--- src/rtl/wdt_pkg.sv ---
// Package: shared key values, control-bit positions and the key sequencer state type.
// Assumes: 8-bit register data.
package wdt_pkg;
    localparam logic [7:0] KEY_FIRST  = 8'hAA;
    localparam logic [7:0] KEY_SECOND = 8'h55;

    localparam int CB_RESTART = 0;
    localparam int CB_RST_EN  = 1;
    localparam int CB_FLAG    = 2;
    localparam int CB_IE      = 3;
    localparam int CB_SEL_LO  = 4;
    localparam int CB_CAUSE   = 6;

    typedef enum logic [1:0] {
        UL_IDLE  = 2'd0,
        UL_ARMED = 2'd1,
        UL_OPEN  = 2'd2
    } unlock_state_t;
endpackage

--- src/rtl/wdt_unlock.sv ---
// Key sequencer: opens a short window after 0xAA then 0x55 are written to the key register.
// Assumes: any register write that is not the expected next step breaks the sequence.
module wdt_unlock
    import wdt_pkg::*;
#(
    parameter int WINDOW = 4
) (
    input  logic       clk,
    input  logic       rst_n,
    input  logic       wr_en,
    input  logic       wr_key,
    input  logic [7:0] wr_data,
    output logic       unlock_ok
);
    localparam int WW = $clog2(WINDOW + 1);

    unlock_state_t  state;
    logic [WW-1:0]  win;

    // Advance the key sequence on writes; let the window run down when idle.
    always_ff @(posedge clk) begin
        if (!rst_n) begin
            state <= UL_IDLE;
            win   <= '0;
        end else if (wr_en) begin
            if (wr_key && wr_data == KEY_FIRST) begin
                state <= UL_ARMED;
                win   <= WW'(WINDOW);
            end else if (wr_key && wr_data == KEY_SECOND && state == UL_ARMED && win != '0) begin
                state <= UL_OPEN;
                win   <= WW'(WINDOW);
            end else begin
                state <= UL_IDLE;
                win   <= '0;
            end
        end else if (win != '0) begin
            win <= win - 1'b1;
        end else begin
            state <= UL_IDLE;
        end
    end

    assign unlock_ok = (state == UL_OPEN) && (win != '0);

    // the window opens only straight after a 0x55 key write.
    a_r10_open_after_second_key: assert property (@(posedge clk) disable iff (!rst_n)
        (state == UL_OPEN && $past(state) != UL_OPEN)
        |-> $past(wr_en && wr_key && wr_data == KEY_SECOND));

    // the open state is reached only from the armed state.
    a_r3_open_from_armed: assert property (@(posedge clk) disable iff (!rst_n)
        (state == UL_OPEN && $past(state) != UL_OPEN) |-> $past(state) == UL_ARMED);
endmodule

--- src/rtl/wdt_interval.sv ---
// Interval counter: free-running clock count that is cleared by restart and ticks at the selected interval.
// Assumes: the select input is stable in the register; tick lasts one cycle each interval.
module wdt_interval #(
    parameter int BASE_LOG2 = 17,
    parameter int STEP_LOG2 = 3
) (
    input  logic       clk,
    input  logic       rst_n,
    input  logic       clear,
    input  logic [1:0] sel,
    output logic       tick
);
    localparam int MAXE = BASE_LOG2 + 3 * STEP_LOG2;

    logic [MAXE-1:0] cnt;
    logic [MAXE-1:0] mask [4];

    // One low-bit mask per interval choice.
    for (genvar g = 0; g < 4; g++) begin : g_mask
        assign mask[g] = {MAXE{1'b1}} >> (MAXE - (BASE_LOG2 + STEP_LOG2 * g));
    end

    // Count clocks since the last clear.
    always_ff @(posedge clk) begin
        if (!rst_n || clear) cnt <= '0;
        else                 cnt <= cnt + 1'b1;
    end

    assign tick = ((cnt & mask[sel]) == mask[sel]);

    // a clear starts the interval from zero.
    a_r1_clear_zeroes: assert property (@(posedge clk) disable iff (!rst_n)
        clear |=> cnt == '0);
endmodule

--- src/rtl/wdt_reset_ctl.sv ---
// Reset timing: runs the grace period after a timeout and then drives a fixed-length reset pulse.
// Assumes: tick marks the cycle before the flag sets; restart cancels any pending grace period.
module wdt_reset_ctl #(
    parameter int GRACE = 512,
    parameter int PULSE = 16
) (
    input  logic clk,
    input  logic rst_n,
    input  logic tick,
    input  logic restart,
    input  logic rst_en,
    output logic fire,
    output logic sys_rst
);
    localparam int GW = (GRACE > 1) ? $clog2(GRACE) : 1;
    localparam int PW = $clog2(PULSE + 1);

    logic          grace_on;
    logic [GW-1:0] gcnt;
    logic [PW-1:0] pcnt;
    logic          grace_end;

    assign grace_end = grace_on && (gcnt == GW'(GRACE - 1));
    assign fire      = grace_end && rst_en;

    // Grace period: start on timeout, stop on restart or at its end.
    always_ff @(posedge clk) begin
        if (!rst_n || restart) begin
            grace_on <= 1'b0;
            gcnt     <= '0;
        end else if (grace_end) begin
            grace_on <= 1'b0;
            gcnt     <= '0;
        end else if (grace_on) begin
            gcnt <= gcnt + 1'b1;
        end else if (tick) begin
            grace_on <= 1'b1;
            gcnt     <= '0;
        end
    end

    // Reset pulse: registered, held for PULSE clocks.
    always_ff @(posedge clk) begin
        if (!rst_n) begin
            sys_rst <= 1'b0;
            pcnt    <= '0;
        end else if (fire) begin
            sys_rst <= 1'b1;
            pcnt    <= PW'(PULSE - 1);
        end else if (pcnt != '0) begin
            pcnt <= pcnt - 1'b1;
        end else begin
            sys_rst <= 1'b0;
        end
    end

    // a reset pulse starts only while reset is enabled.
    a_r6_reset_needs_enable: assert property (@(posedge clk) disable iff (!rst_n)
        $rose(sys_rst) |-> $past(rst_en));

    // a restart leaves no grace period running.
    a_r8_restart_cancels: assert property (@(posedge clk) disable iff (!rst_n)
        restart |=> !grace_on);
endmodule

--- src/rtl/wdt_guard.sv ---
// Watchdog top: control register with keyed protection, interval counter, reset timing, interrupt request.
// Assumes: one register write per strobe; wr_sel picks control (0) or key (1) register.
module wdt_guard
    import wdt_pkg::*;
#(
    parameter int BASE_LOG2    = 17,
    parameter int STEP_LOG2    = 3,
    parameter int GRACE_CYCLES = 512,
    parameter int RST_PULSE    = 16,
    parameter int KEY_WINDOW   = 4
) (
    input  logic       clk,
    input  logic       rst_n,
    input  logic       wr_en,
    input  logic       wr_sel,
    input  logic [7:0] wr_data,
    input  logic       gie,
    output logic [7:0] rd_data,
    output logic       irq,
    output logic       sys_rst
);
    logic       unlock_ok;
    logic       ctrl_wr;
    logic       keyed_wr;
    logic       restart;
    logic       tick;
    logic       fire;
    logic       rst_en;
    logic       flag;
    logic       ie;
    logic [1:0] sel;
    logic       cause;
    logic       unused_bits;

    assign ctrl_wr     = wr_en && !wr_sel;
    assign keyed_wr    = ctrl_wr && unlock_ok;
    assign restart     = keyed_wr && wr_data[CB_RESTART];
    assign unused_bits = ^wr_data[7:6];

    wdt_unlock #(.WINDOW(KEY_WINDOW)) u_unlock (
        .clk       (clk),
        .rst_n     (rst_n),
        .wr_en     (wr_en),
        .wr_key    (wr_sel),
        .wr_data   (wr_data),
        .unlock_ok (unlock_ok)
    );

    wdt_interval #(.BASE_LOG2(BASE_LOG2), .STEP_LOG2(STEP_LOG2)) u_interval (
        .clk   (clk),
        .rst_n (rst_n),
        .clear (restart || fire),
        .sel   (sel),
        .tick  (tick)
    );

    wdt_reset_ctl #(.GRACE(GRACE_CYCLES), .PULSE(RST_PULSE)) u_rstctl (
        .clk     (clk),
        .rst_n   (rst_n),
        .tick    (tick),
        .restart (restart),
        .rst_en  (rst_en),
        .fire    (fire),
        .sys_rst (sys_rst)
    );

    // Unprotected fields: any control write updates them.
    always_ff @(posedge clk) begin
        if (!rst_n) begin
            ie  <= 1'b0;
            sel <= 2'd0;
        end else if (ctrl_wr) begin
            ie  <= wr_data[CB_IE];
            sel <= wr_data[CB_SEL_LO +: 2];
        end
    end

    // Protected fields: only keyed writes; timeout sets the flag first.
    always_ff @(posedge clk) begin
        if (!rst_n) begin
            rst_en <= 1'b0;
            flag   <= 1'b0;
        end else begin
            if (keyed_wr) rst_en <= wr_data[CB_RST_EN];
            if (tick)          flag <= 1'b1;
            else if (keyed_wr) flag <= wr_data[CB_FLAG];
        end
    end

    // Sticky reset cause, cleared only by rst_n.
    always_ff @(posedge clk) begin
        if (!rst_n)    cause <= 1'b0;
        else if (fire) cause <= 1'b1;
    end

    assign irq     = flag && ie && gie;
    assign rd_data = {1'b0, cause, sel, ie, flag, rst_en, 1'b0};

    // an unkeyed control write keeps reset enable.
    a_r4_unkeyed_keeps_rsten: assert property (@(posedge clk) disable iff (!rst_n)
        (ctrl_wr && !unlock_ok) |=> $stable(rst_en));

    // the flag never drops without a keyed write.
    a_r2_flag_sticky: assert property (@(posedge clk) disable iff (!rst_n)
        (flag && !keyed_wr) |=> flag);

    // the cause bit is set whenever the reset pulse rises, and stays.
    a_r7_cause_on_reset: assert property (@(posedge clk) disable iff (!rst_n)
        $rose(sys_rst) |-> cause);
    a_r7_cause_holds: assert property (@(posedge clk) disable iff (!rst_n)
        cause |=> cause);
endmodule

--- config.mk ---
export PLATFORM = sky130hd
export DESIGN_NAME = wdt_guard
export DESIGN_NICKNAME = d
export VERILOG_FILES = /design/src/rtl/wdt_pkg.sv /design/src/rtl/wdt_unlock.sv /design/src/rtl/wdt_interval.sv /design/src/rtl/wdt_reset_ctl.sv /design/src/rtl/wdt_guard.sv
export SDC_FILE = /design/constraint.sdc
export NUM_CORES = 1
export LEC_CHECK = 0
export BUFFER_PORTS_ARGS = -buffer_cell sky130_fd_sc_hd__buf_2
export CAP_MARGIN = 0
export CORE_MARGIN = 10
export CORE_UTILIZATION = 34
export CTS_BUF_LIST = sky130_fd_sc_hd__clkbuf_8
export CTS_CLUSTER_SIZE = 16
export DETAILED_ROUTE_END_ITERATION = 10
export GPL_TIMING_DRIVEN = 1
export PLACE_DENSITY = 0.55
export SLEW_MARGIN = 20
export SYNTH_ARGS = -nofsm -noshare
export SYNTH_HDL_FRONTEND = slang
export SYNTH_HIERARCHICAL = 1
export SYNTH_SLANG_ARGS = --single-unit
--- constraint.sdc ---
create_clock -name clk -period 3.13 [get_ports clk]
set_input_delay 0.313 -clock clk [delete_from_list [all_inputs] [get_ports clk]]
set_output_delay 0.313 -clock clk [all_outputs]
set_load 0.03 [all_outputs]
==> qor.log <==
[final_layout] number of nets in the layout 324
[clocking] Resize count post-CTS 0
[synthesis] proportion of register bits with asynchronous set or reset after synthesis 0
[synthesis] library cell with the largest summed area after synthesis sky130_fd_sc_hd__dfxtp_1
[sta] final number of max-transition violations 0
[final_layout] share of layout cells above drive strength 1 0.1209
[floorplan] die area 0.01144 mm^2
[min_path] path category of the worst min-delay check input pin to flip-flop
[outcome] outcome finished clean
[worst_setup_path] WP data required 3320 ps
[drt] iteration count of the initial detailed-routing pass 4
[clocking] count of H-tree levels built during CTS 2
[clocking] postcts setup bufs 0
[global_route] largest net degree at the start of global routing 25
[floorplan] count of standard-cell rows 31
[placement] Final HPWL DP 3547 um
[clocking] maximum count of clock buffers along a single path 2
[floorplan] Die Span Y 106.9 um
[power_and_ir_drop] worst ir drop on vdd 0.2266 mV
[drt] mean number of vias per cell 5.012
[floorplan] die outline width 106.9 um
[worst_setup_path] CP Data Arrival Time 2500 ps
[worst_setup_path] nature of the critical path endpoint flip-flop
[synthesis] number of library cell types mapped by synthesis 49
[synthesis] synthesized instance count 291
[floorplan] area of the core 0.007292 mm^2
[worst_setup_path] worst reg2reg startpoint u_rstctl/gcnt[0]
[clocking] clock edge transition at the registers on the reported setup and hold paths 90 ps
[clocking] quantity of hold-fixing buffers added after cts 0
[global_route] leftover overflow at the end of global routing 0
[drt] sum of routed wire length over all layers 5006 um
[placement] final RePlAce weighted congestion 0.7882
[drt] number of DRC violations after detailed-routing iteration 0 93
[worst_setup_path] startpoint-to-endpoint class of the critical path flip-flop to flip-flop
[worst_setup_path] startpoint of the most critical setup path u_rstctl/gcnt[0]
[clocking] cell chosen for the clock root sky130_fd_sc_hd__clkbuf_8
[sta] RSZ-0062 raised after global routing false
[sta] skew final 3.111 ps
[synthesis] post-synthesis instance area 0.002570 mm^2
[drt] vias post-DR 2030
[min_path] Hold Crit Start wr_data[3]
[synthesis] sequential-to-total area share from yosys stat 0.4129
[floorplan] Initial Utilization 0.3524
[sta] Fin Setup TNS 0 ps
[final_layout] Post-Layout Inst Area 0.002844 mm^2
[global_route] wire length of the first global-routing pass 8659 um
[worst_setup_path] startpoint kind of the worst setup timing path flip-flop
[sta] Rel. slew slack 0.6380
[clocking] TritonCTS Buffers 5
[clocking] CTS tree done
[drt] final routed DRC violation total 0
[sta] slew at the pin with the worst max-slew slack 542.2 ps
[synthesis] synthesized area per cell 8.831 um^2
[worst_setup_path] Critical Path Fanout Max 24
[final_layout] Syn-to-layout area delta 10.66%
[global_route] vias in the first global route 1918
[synthesis] Warnings, synthesis 6
[drt] wire per inst 12.36 um
[sta] number of hold violations in the final report 0
[synthesis] total of flip-flops plus latches after synthesis 53
[clocking] clock insertion delay at the later pin of the skew report 290 ps
[synthesis] leading cell types by total area after synthesis sky130_fd_sc_hd__dfxtp_1 41%, sky130_fd_sc_hd__a21oi_1 4.5%, sky130_fd_sc_hd__nor2_1 3.5%
[synthesis] area share of the largest cell type after synthesis 0.4129
[global_route] aggregate global-route resource usage 0.08896
[floorplan] I/O pin count 23
[sta] worst slack on hold paths 292.1 ps
[sta] final setup fails 0
[synthesis] number of flops mapped to enable cells by yosys 0
[final_layout] antenna diode count 0
[sta] fmax 0.4320 GHz
[global_route] initial antenna violation count 0
[placement] input/output buffers 20
[job] max-capacitance violation count 0
[power_and_ir_drop] Pleak 0.9909 nW
[power_and_ir_drop] power density over the cells 447.9 mW/mm^2
[drt] antenna violation net count after detailed routing 0
[sta] final worst-path cycle share 0.7396
[sta] post-layout minimum cycle time 2315 ps
[clocking] clk sinks 53
[synthesis] most used flip-flop cell after synthesis sky130_fd_sc_hd__dfxtp_1
[placement] placed inst area 0.002710 mm^2
path summary, 6_finish.rpt:
| path | end | slack [ps] | cells after the start |
|---|---|---|---|
| setup / recovery | u_interval/cnt[3] | 820 | 9 |
| hold / removal | ie | 290 | 3 |
| setup reg to reg | u_interval/cnt[3] | 820 | 9 |
| hold reg to reg | u_interval/cnt[0] | 460 | 1 |
routing by layer:
metal  wire (um)  GRT usage  up-vias  share of wire
met5           0          0        -              0
met4          36    0.02321        0         0.0072
met3         127    0.02216        2          0.025
met2        2295     0.1431       12           0.46
met1        2546     0.1159      934           0.51
li1            -          -     1082              -
cell usage after synthesis, types with 3 or more instances:
cell                       count
sky130_fd_sc_hd__a21oi_1      23
sky130_fd_sc_hd__and3_1        6
sky130_fd_sc_hd__buf_4         7
sky130_fd_sc_hd__clkbuf_1      6
sky130_fd_sc_hd__dfxtp_1      53
sky130_fd_sc_hd__ha_1          6
sky130_fd_sc_hd__inv_1         8
sky130_fd_sc_hd__mux2i_1       6
sky130_fd_sc_hd__nand2_1      20
sky130_fd_sc_hd__nand2b_1      6
sky130_fd_sc_hd__nand3_1      10
sky130_fd_sc_hd__nand3b_1      3
sky130_fd_sc_hd__nand4_1       5
sky130_fd_sc_hd__nand4b_1      3
sky130_fd_sc_hd__nor2_1       24
sky130_fd_sc_hd__nor2b_1       7
sky130_fd_sc_hd__nor3_1        9
sky130_fd_sc_hd__nor3b_1       5
sky130_fd_sc_hd__o211ai_1      4
sky130_fd_sc_hd__o21a_1        5
sky130_fd_sc_hd__o21ai_0      11
sky130_fd_sc_hd__o31ai_1       7
sky130_fd_sc_hd__or3_1        10
sky130_fd_sc_hd__or4_1         9
sky130_fd_sc_hd__xnor2_1      10
placed cells by master, fill, tap and decap left out, drive strengths merged, types with 9 or more instances in the layout:
master,synthesis,layout
nor2,24,24
dfxtp,53,53
nand2,20,20
nor3,9,9
nand3,11,11
xnor2,10,10
buf,10,22
a21oi,23,23
o21ai,11,11
or4,10,10
or3,10,10
state kept, by name, indices dropped and copies added, names as in the netlist:
name	count
cause	1
u_unlock/win	3
u_interval/cnt	26
u_rstctl/sys_rst	1
rst_en	1
u_rstctl/gcnt	9
flag	1
u_rstctl/grace_on	1
u_rstctl/pcnt	5
ie	1
sel	2
u_unlock/state	2
report_power, final:
part | internal [mW] | switching, mW | total [mW] | leakage, nW
Sequential | 0.679 | 0.00447 | 0.684 | 0.428
Clock | 0.318 | 0.222 | 0.540 | 0.0681
Combinational | 0.0187 | 0.0314 | 0.0502 | 0.495
logic make-up (layout without fill, tap and decap cells):
logic type | count (synthesis) | after routing | synth area share
compound gates | 60 | 60 | 0.1446
xor+xnor | 12 | 12 | 0.04090
fa+ha+maj | 6 | 6 | 0.02921
buf+inv | 24 | 38 | 0.05160
flops | 53 | 53 | 0.4129
mux | 6 | 6 | 0.02337
other cells | 1 | 2 | 0.001459
simple gates | 129 | 129 | 0.2960
layout make-up:
cell class                      count  area [um^2]
Clock buffer                        5        68.82
Timing Repair Buffer               22        115.1
Sequential cell                    53         1061
Fill cell                         764         4448
Clock inverter                      3        65.06
Tap cell                           99        123.9
Multi-Input combinational cell    215         1380
Inverter                            8        30.03
per-stage QoR:
stage / cells / utilization / power, mW / setup slack, ps
after floorplan: 292 / - / 0.7324 / 808.5
after global placement: 397 / 0.3717 / 0.7495 / 869.2
after detailed placement: 397 / 0.3717 / 0.7499 / 788.9
after CTS: 405 / 0.3900 / 1.294 / 778.1
after global routing: 405 / 0.3900 / 1.325 / 579.1
final: 405 / 0.3900 / 1.274 / 815.1
critical path: stages (launching register included):
cell and delay, ps:
sky130_fd_sc_hd__dfxtp_1 420, sky130_fd_sc_hd__ha_1 240, sky130_fd_sc_hd__nand3_1 150, sky130_fd_sc_hd__nor3_1 240
sky130_fd_sc_hd__ha_1 190, sky130_fd_sc_hd__and3_1 320, sky130_fd_sc_hd__or2_1 180, sky130_fd_sc_hd__nand2b_1 110
sky130_fd_sc_hd__buf_4 270, sky130_fd_sc_hd__nor2_1 80
(Power assumes the default switching activity.)
